**config.mk**
```make
export PLATFORM = sky130hd
export DESIGN_NAME = scl_tmo_det
export DESIGN_NICKNAME = d
export VERILOG_FILES = /design/src/rtl/scl_tmo_pkg.sv /design/src/rtl/scl_tmo_sync.sv /design/src/rtl/scl_tmo_qual.sv /design/src/rtl/scl_tmo_ctr.sv /design/src/rtl/scl_tmo_flag.sv /design/src/rtl/scl_tmo_det.sv
export SDC_FILE = /design/constraint.sdc
export NUM_CORES = 1
export LEC_CHECK = 0
export BUFFER_PORTS_ARGS = -buffer_cell sky130_fd_sc_hd__buf_2
export CELL_PAD_IN_SITES_DETAIL_PLACEMENT = 0
export CELL_PAD_IN_SITES_GLOBAL_PLACEMENT = 1
export CORE_UTILIZATION = 38
export DETAILED_ROUTE_END_ITERATION = 16
export PLACE_DENSITY = 0.83
export SYNTH_ARGS = -nofsm -noshare
export SYNTH_HDL_FRONTEND = slang
export SYNTH_SLANG_ARGS = --single-unit
```
**constraint.sdc**
```tcl
create_clock -name clk_i -period 2.75 [get_ports clk_i]
set_clock_uncertainty 0.2 [all_clocks]
set_input_delay 0.55 -clock clk_i [delete_from_list [all_inputs] [get_ports clk_i]]
set_output_delay 0.55 -clock clk_i [all_outputs]
set_load 0.02 [all_outputs]
```
**src/rtl/scl_tmo_pkg.sv**
```systemverilog
package scl_tmo_pkg;

  // Bus role inputs that decide whether the watchdog may run.
  typedef struct packed {
    logic busy;
    logic master;
    logic addr_match;
    logic start_req;
  } bus_role_t;

  // True when the bus role allows hang monitoring.
  function automatic logic role_qualifies(bus_role_t r);
    logic as_master;
    logic as_slave;
    logic pre_start;
    as_master = r.busy & r.master;
    as_slave  = r.busy & ~r.master & r.addr_match;
    pre_start = ~r.busy & r.start_req;
    return as_master | as_slave | pre_start;
  endfunction

  // Select the per-level enable matching the present SCL level.
  function automatic logic level_watched(logic lvl, logic lo_en, logic hi_en);
    return lvl ? hi_en : lo_en;
  endfunction

  // Largest value an n-bit counter holds.
  function automatic int unsigned top_count(int unsigned w);
    if (w >= 32) return 32'hFFFF_FFFF;
    return (32'd1 << w) - 32'd1;
  endfunction

endpackage

```
**src/rtl/scl_tmo_sync.sv**
```systemverilog
module scl_tmo_sync #(
  parameter int unsigned STAGES = 2
) (
  input  logic clk_i,
  input  logic rst_ni,
  input  logic scl_i,
  output logic lvl_o,
  output logic chg_o
);
  // Stages 0..STAGES-1 synchronize; the last stage keeps the prior level.
  localparam int unsigned TAPS = STAGES + 1;

  logic [TAPS-1:0] shreg;

  always_ff @(posedge clk_i or negedge rst_ni) begin
    if (!rst_ni) begin
      shreg <= '1;  // idle bus sits high
    end else begin
      shreg <= {shreg[TAPS-2:0], scl_i};
    end
  end

  assign lvl_o = shreg[STAGES-1];
  assign chg_o = shreg[STAGES-1] ^ shreg[STAGES];

endmodule

```
**src/rtl/scl_tmo_qual.sv**
```systemverilog
module scl_tmo_qual
  import scl_tmo_pkg::*;
(
  input  logic      en_i,
  input  bus_role_t role_i,
  input  logic      lvl_i,
  input  logic      lo_en_i,
  input  logic      hi_en_i,
  output logic      monitor_o,
  output logic      active_o
);
  assign monitor_o = en_i & role_qualifies(role_i);
  assign active_o  = monitor_o & level_watched(lvl_i, lo_en_i, hi_en_i);
endmodule

```
**src/rtl/scl_tmo_ctr.sv**
```systemverilog
module scl_tmo_ctr
  import scl_tmo_pkg::*;
#(
  parameter int unsigned LW = 16,
  parameter int unsigned SW = 14
) (
  input  logic          clk_i,
  input  logic          rst_ni,
  input  logic          active_i,
  input  logic          scl_chg_i,
  input  logic          tick_i,
  input  logic          short_i,
  output logic [LW-1:0] count_o,
  output logic          ovf_o
);
  localparam logic [LW-1:0] TOP_LONG  = LW'(top_count(LW));
  localparam logic [LW-1:0] TOP_SHORT = LW'(top_count(SW));

  logic [LW-1:0] cnt_q;
  logic [LW-1:0] top_sel;
  logic          at_top;
  logic          restart;

  assign top_sel = short_i ? TOP_SHORT : TOP_LONG;
  // ">=" so a count left above the short top by a mode switch still trips.
  assign at_top  = (cnt_q >= top_sel);
  assign restart = ~active_i | scl_chg_i;
  assign ovf_o   = ~restart & tick_i & at_top;

  always_ff @(posedge clk_i or negedge rst_ni) begin
    if (!rst_ni) begin
      cnt_q <= '0;
    end else if (restart) begin
      cnt_q <= '0;
    end else if (tick_i) begin
      cnt_q <= at_top ? '0 : cnt_q + LW'(1);
    end
  end

  assign count_o = cnt_q;

endmodule

```
**src/rtl/scl_tmo_flag.sv**
```systemverilog
module scl_tmo_flag (
  input  logic clk_i,
  input  logic rst_ni,
  input  logic set_i,
  input  logic clr_i,
  output logic flag_o
);
  logic flag_q;

  always_ff @(posedge clk_i or negedge rst_ni) begin
    if (!rst_ni) begin
      flag_q <= 1'b0;
    end else if (set_i) begin
      flag_q <= 1'b1;  // a new overflow beats a clear
    end else if (clr_i) begin
      flag_q <= 1'b0;
    end
  end

  assign flag_o = flag_q;

endmodule

```
**src/rtl/scl_tmo_det.sv**
```systemverilog
module scl_tmo_det
  import scl_tmo_pkg::*;
#(
  parameter int unsigned LW = 16,
  parameter int unsigned SW = 14
) (
  input  logic          clk_i,
  input  logic          rst_ni,
  input  logic          scl_i,
  input  logic          tick_i,
  input  logic          tmo_en_i,
  input  logic          bus_busy_i,
  input  logic          master_i,
  input  logic          addr_match_i,
  input  logic          start_req_i,
  input  logic          short_mode_i,
  input  logic          cnt_low_en_i,
  input  logic          cnt_high_en_i,
  input  logic          flag_clr_i,
  output logic          tmo_flag_o,
  output logic [LW-1:0] tmo_count_o
);
  // Named internal events, visible to the bound checker.
  logic      scl_lvl;
  logic      scl_edge;
  logic      mon_ok;
  logic      cnt_active;
  logic      ovf_pulse;
  bus_role_t role;

  assign role = '{busy: bus_busy_i, master: master_i,
                  addr_match: addr_match_i, start_req: start_req_i};

  scl_tmo_sync #(.STAGES(2)) u_sync (
    .clk_i  (clk_i),
    .rst_ni (rst_ni),
    .scl_i  (scl_i),
    .lvl_o  (scl_lvl),
    .chg_o  (scl_edge)
  );

  scl_tmo_qual u_qual (
    .en_i      (tmo_en_i),
    .role_i    (role),
    .lvl_i     (scl_lvl),
    .lo_en_i   (cnt_low_en_i),
    .hi_en_i   (cnt_high_en_i),
    .monitor_o (mon_ok),
    .active_o  (cnt_active)
  );

  scl_tmo_ctr #(.LW(LW), .SW(SW)) u_ctr (
    .clk_i     (clk_i),
    .rst_ni    (rst_ni),
    .active_i  (cnt_active),
    .scl_chg_i (scl_edge),
    .tick_i    (tick_i),
    .short_i   (short_mode_i),
    .count_o   (tmo_count_o),
    .ovf_o     (ovf_pulse)
  );

  scl_tmo_flag u_flag (
    .clk_i  (clk_i),
    .rst_ni (rst_ni),
    .set_i  (ovf_pulse),
    .clr_i  (flag_clr_i),
    .flag_o (tmo_flag_o)
  );

endmodule

```
Word-level counts from Yosys, hierarchy flattened
Index checks and enable logic that the tools add are counted.
{"block": "word_totals", "output_inout_bits": 17, "reg_bits": 20, "word_cells": 30, "inputBits": 13}
{"block": "op_classes", "addsub": 1, "reduce_logical": 2, "bitwise_logic": 16, "n_mux": 7, "magnitude_cmp": 1}
{"op": "2-to-1 mux 16 bit", "count": 4}
{"op": "adder 16 x 1 -> 16 bit (second input constant)", "count": 1}
{"op": ">= comparator 16 bit", "count": 1}
{"op": "bitwise AND 1 bit", "count": 8}
{"op": "inverter 1 bit", "count": 4}
{"op": "nonzero test 2 bit", "count": 2}
{"op": "2-to-1 mux 1 bit", "count": 3}
{"op": "OR 1 bit", "count": 3}
{"op": "bitwise XOR 1 bit", "count": 1}

Longest topological paths before layout
{"block": "depth", "word_depth": 13, "mapped_depth": 7, "ltp_nobuf": 6}

By module
Synthesis repeated with hierarchy kept, for this count alone.
{"block": "hier_totals", "cells_unflattened": 122, "hier_area_um2": 1217.4}
{"mod": "scl_tmo_ctr", "seq_area_each_um2": 400.4, "area_each_um2": 1052.3, "n_inst": 1, "cells_per_inst": 110}
{"mod": "scl_tmo_sync", "seq_area_each_um2": 78.8, "area_each_um2": 87.6, "n_inst": 1, "cells_per_inst": 4}
{"mod": "scl_tmo_qual", "seq_area_each_um2": 0.0, "area_each_um2": 41.3, "n_inst": 1, "cells_per_inst": 5}
{"mod": "scl_tmo_flag", "seq_area_each_um2": 25.0, "area_each_um2": 36.3, "n_inst": 1, "cells_per_inst": 3}

Worst setup path after synthesis
Ideal clock, no wire load.
{"block": "synth_timing", "kind": "register -> register", "startpoint": "reg u_ctr.cnt_q[0] (netlist: u_ctr.count_o[0])", "endpoint": "reg u_ctr.cnt_q[7] (netlist: u_ctr.count_o[7])", "required_time_ns": 2.431, "path_buffers": 1, "path_slack_ns": 0.519, "path_stages_with_launch": 8, "synth_period_minus_slack_ns": 2.231, "arrival_ns": 1.913, "setup_time_ns": 0.119, "path_cell_list": "dfrtp_1 -> ha_1 -> nand4_1 -> or4_4 -> and3_1 -> buf_6 -> nand3b_2 -> a21bo_1"}
{"block": "synth_between", "elab_chain_cells": 4, "elab_cells_between_ends": 5, "classes_between": "1 x add/sub; 1 x order compare; 3 x mux"}
{"item": "start: declaration", "line": "scl_tmo_ctr.sv:19", "source": "logic [LW-1:0] cnt_q;"}
{"item": "start signal: assignment", "line": "scl_tmo_ctr.sv:36", "source": "cnt_q <= at_top ? '0 : cnt_q + LW'(1);"}
{"item": "adder 16 x 1 -> 16 bit or >= comparator 16 bit (tied branches)", "line": "scl_tmo_ctr.sv:36, scl_tmo_ctr.sv:26"}
{"item": "2-to-1 mux 16 bit (*)", "line": "scl_tmo_ctr.sv:36"}
{"item": "2-to-1 mux 16 bit (*)", "line": "scl_tmo_ctr.sv:35", "source": "end else if (tick_i) begin"}
{"item": "2-to-1 mux 16 bit (*)", "line": "scl_tmo_ctr.sv:33", "source": "end else if (restart) begin"}
Every way passes the cells marked *; elsewhere a longest branch is shown, timed or not. The select of a mux whose other input is x is not followed.
A chain may end at the register's enable or synchronous reset.

Worst setup path after layout
Same ends and word-level chain as after synthesis.

==> impl_metrics.env <==
export IMPL_ys_seq_area_share_pct=45.2
export IMPL_ant_nets=0
export IMPL_place_gp_congestion=0.829
export IMPL_setup_viol=0
export IMPL_final_hold_violation_count=0
export IMPL_layout_min_cycle_time_ns=2.39
export IMPL_die_area_um2=3150
export IMPL_synth_area_per_cell_um2=9.45
export IMPL_first_pass_iters=5
export IMPL_routed_wl_mm=2.58
export IMPL_die_w_um=56.2
export IMPL_drv_cap=0
export IMPL_worst_setup_path_end_kind="register"
export IMPL_synth_most_common_cell="dfrtp_1"
export IMPL_path_buf_inv=0
export IMPL_ys_ff_latch=20
export IMPL_syn_nets=134
export IMPL_htree_num_levels=1
export IMPL_slew_headroom_pct=67.8
export IMPL_period_share_pct=86.8
export IMPL_start_util_pct=40.4
export IMPL_core_um2=2760
export IMPL_core_rowCount=19
export IMPL_whs_path_depth=1
export IMPL_rsz0062_at_grt="false"
export IMPL_drtIter0Drc=27
export IMPL_whs_ns=0.141
export IMPL_synthesis_area_um2=1110
export IMPL_reg2reg_from="u_ctr.count_o[0]$_DFFE_PN0P_"
export IMPL_grt_use_total_pct=18.1
export IMPL_yosysWarningCount=0
export IMPL_r2r_cells=6
export IMPL_powerDensity_nw_per_um2=365
export IMPL_grt_max_degree=21
export IMPL_fin_area_um2=1330
export IMPL_nNetsFinal=168
export IMPL_hold_end="u_sync.shreg[0]$_DFF_PN1_"
export IMPL_grt_pass1_vias=970
export IMPL_worst_pin_slew_ns=0.481
export IMPL_setup_tns_ns=0
export IMPL_numClockSinks=20
export IMPL_place_area_um2=1290
export IMPL_route_detailed_drc=0
export IMPL_cts_tree="done"
export IMPL_post_cts_buffers=0
export IMPL_clk_pin_slew_ns=0.12
export IMPL_avgRoutedWirePerCell_um=14.1
export IMPL_port_buffers=29
export IMPL_holdBufCountCts=1
export IMPL_viasPerCell=5.57
export IMPL_cts_buffer_depth=2
export IMPL_cts_root_buf="clkbuf_4"
export IMPL_status="completed"
export IMPL_yosys_area_top_type="dfrtp_1"
export IMPL_syn2layout_area_growth_pct=19.0
export IMPL_vias=1014
export IMPL_grt_antenna_before_repair=0
export IMPL_vdd_ir_drop_max_v=0.000217
export IMPL_synth_flop_cell="dfrtp_1"
export IMPL_cp_max_fo=13
export IMPL_critical_path_slowest_cell="or4_4"
export IMPL_yosysTopAreaCellShare_pct=38.2
export IMPL_hold_class="in -> reg"
export IMPL_reg2reg_slack_ns=0.36
export IMPL_synth_edf_count=0
export IMPL_start_kind="register"
export IMPL_die_h_um=56.2
export IMPL_n_antenna_cell=0
export IMPL_crit_required_ns=2.75
export IMPL_numCtsBuffers=3
export IMPL_crit_type="reg -> reg"
export IMPL_num_io_pins=30
export IMPL_synth_top_cells_by_count="17 x dfrtp_1, 12 x nand2_1, 12 x o21ai_0"
export IMPL_p_leak_nw=0.615
export IMPL_synthTopCellsByArea="dfrtp_1 38%, dfstp_2 7.1%, o21ai_0 5.4%, nand3_1 4.9%, nand2_1 4.0%"
export IMPL_drv_slew=0
export IMPL_ctsResizeCount=0
export IMPL_crit_chain="ha_1, nand4_1, or4_4, nand3_1, o21ai_1, a21bo_1"
export IMPL_fin_util_pct=48.1
export IMPL_worstReg2RegEnd="u_ctr.count_o[7]$_DFFE_PN0P_"
export IMPL_grt_pass1_wl_mm=4.48
export IMPL_drive_above_1_share_pct=29.8
export IMPL_clock_fmax_mhz=419
export IMPL_grt_ovfl_total=0
export IMPL_dp_final_hpwl_mm=1.89
export IMPL_ys_types=37
export IMPL_cp_data_arrival_time_ns=2.38
export IMPL_path_delay_family="simple AND/OR/NAND/NOR gates"
export IMPL_async_flop_share_pct=100
export IMPL_total_power_uw=484
export IMPL_hold_start="scl_i"
export IMPL_crit_path_max_incr_delay_ns=0.52
export IMPL_worstSkewPairLatency_ns=0.29
export IMPL_synth_cells=118
## power by group
part,switching (mW),internal [mW],total (mW),leakage (nW)
Sequential,0.00163,0.298,0.300,0.269
Clock,0.0912,0.0564,0.148,0.0150
Combinational,0.0205,0.0154,0.0359,0.331
Total,0.113,0.370,0.484,0.615
## layer usage
layer | wire (µm) | vias up | part of all wire (%) | global-route usage (%)
li1 | - | 494 | - | -
met1 | 1240 | 487 | 48 | 24.3
met2 | 1180 | 29 | 46 | 29.9
met3 | 122 | 4 | 4.7 | 3.02
met4 | 34 | 0 | 1.3 | 5.57
met5 | 0 | - | 0 | 0
## metrics by stage
stage / cells / worst slack (ns)
2_1_floorplan: 118 / 0.519
3_3_place_gp: 177 / 0.258
3_5_place_dp: 177 / 0.169
4_1_cts: 182 / 0.366
5_1_grt: 182 / 0.201
6_report: 182 / 0.362
## sequential cells by signal, summed over array words and instances (netlist names)
name / cells
u_ctr.count_o: 16
u_flag.flag_o: 1
u_sync.shreg: 3
## layout by cell type (no fill, tap or decap), types with 3 or more instances in the layout
cell type / count
or3_1: 4
ha_1: 3
nand3_1: 11
inv_1: 5
o21ai_0: 12
dfstp_2: 3
dfrtp_1: 17
a21oi_1: 6
xnor2_1: 3
clkbuf_4: 3
buf_2: 29
nor2_1: 3
nand2_1: 12
and3_1: 3
nand4_1: 5
## cell families (layout without fill, tap and decap cells)
family	Yosys count	in the layout	synth area share [%]
AO/OA/AOI/OAI	29	29	16.9
XOR/XNOR	4	4	3.14
adder cells (fa/ha/maj)	3	3	3.37
buffers and inverters	8	41	3.82
flip-flops	20	20	45.2
AND/OR/NAND/NOR	54	54	27.5
## how the worst max path moves through the flow
stage	slack [ns]	startpoint	cells after the start	to
2_1_floorplan	0.52	u_ctr.count_o[0]$_DFFE_PN0P_	7	u_ctr.count_o[7]$_DFFE_PN0P_
3_3_place_gp	0.26	short_mode_i	7	u_ctr.count_o[5]$_DFFE_PN0P_
3_5_place_dp	0.17	short_mode_i	7	u_ctr.count_o[8]$_DFFE_PN0P_
4_1_cts	0.37	u_ctr.count_o[0]$_DFFE_PN0P_	6	u_ctr.count_o[5]$_DFFE_PN0P_
5_1_grt	0.20	u_ctr.count_o[0]$_DFFE_PN0P_	6	u_ctr.count_o[2]$_DFFE_PN0P_
6_report	0.36	u_ctr.count_o[0]$_DFFE_PN0P_	6	u_ctr.count_o[7]$_DFFE_PN0P_
## cell type report
type,instances,area [µm²]
clock buffer,4,26.3
fill,274,1430
inverter,5,18.8
multi-input combinational,90,568
sequential,20,504
tap,31,38.8
timing repair buffer,32,170
(Power assumes the default switching activity.)
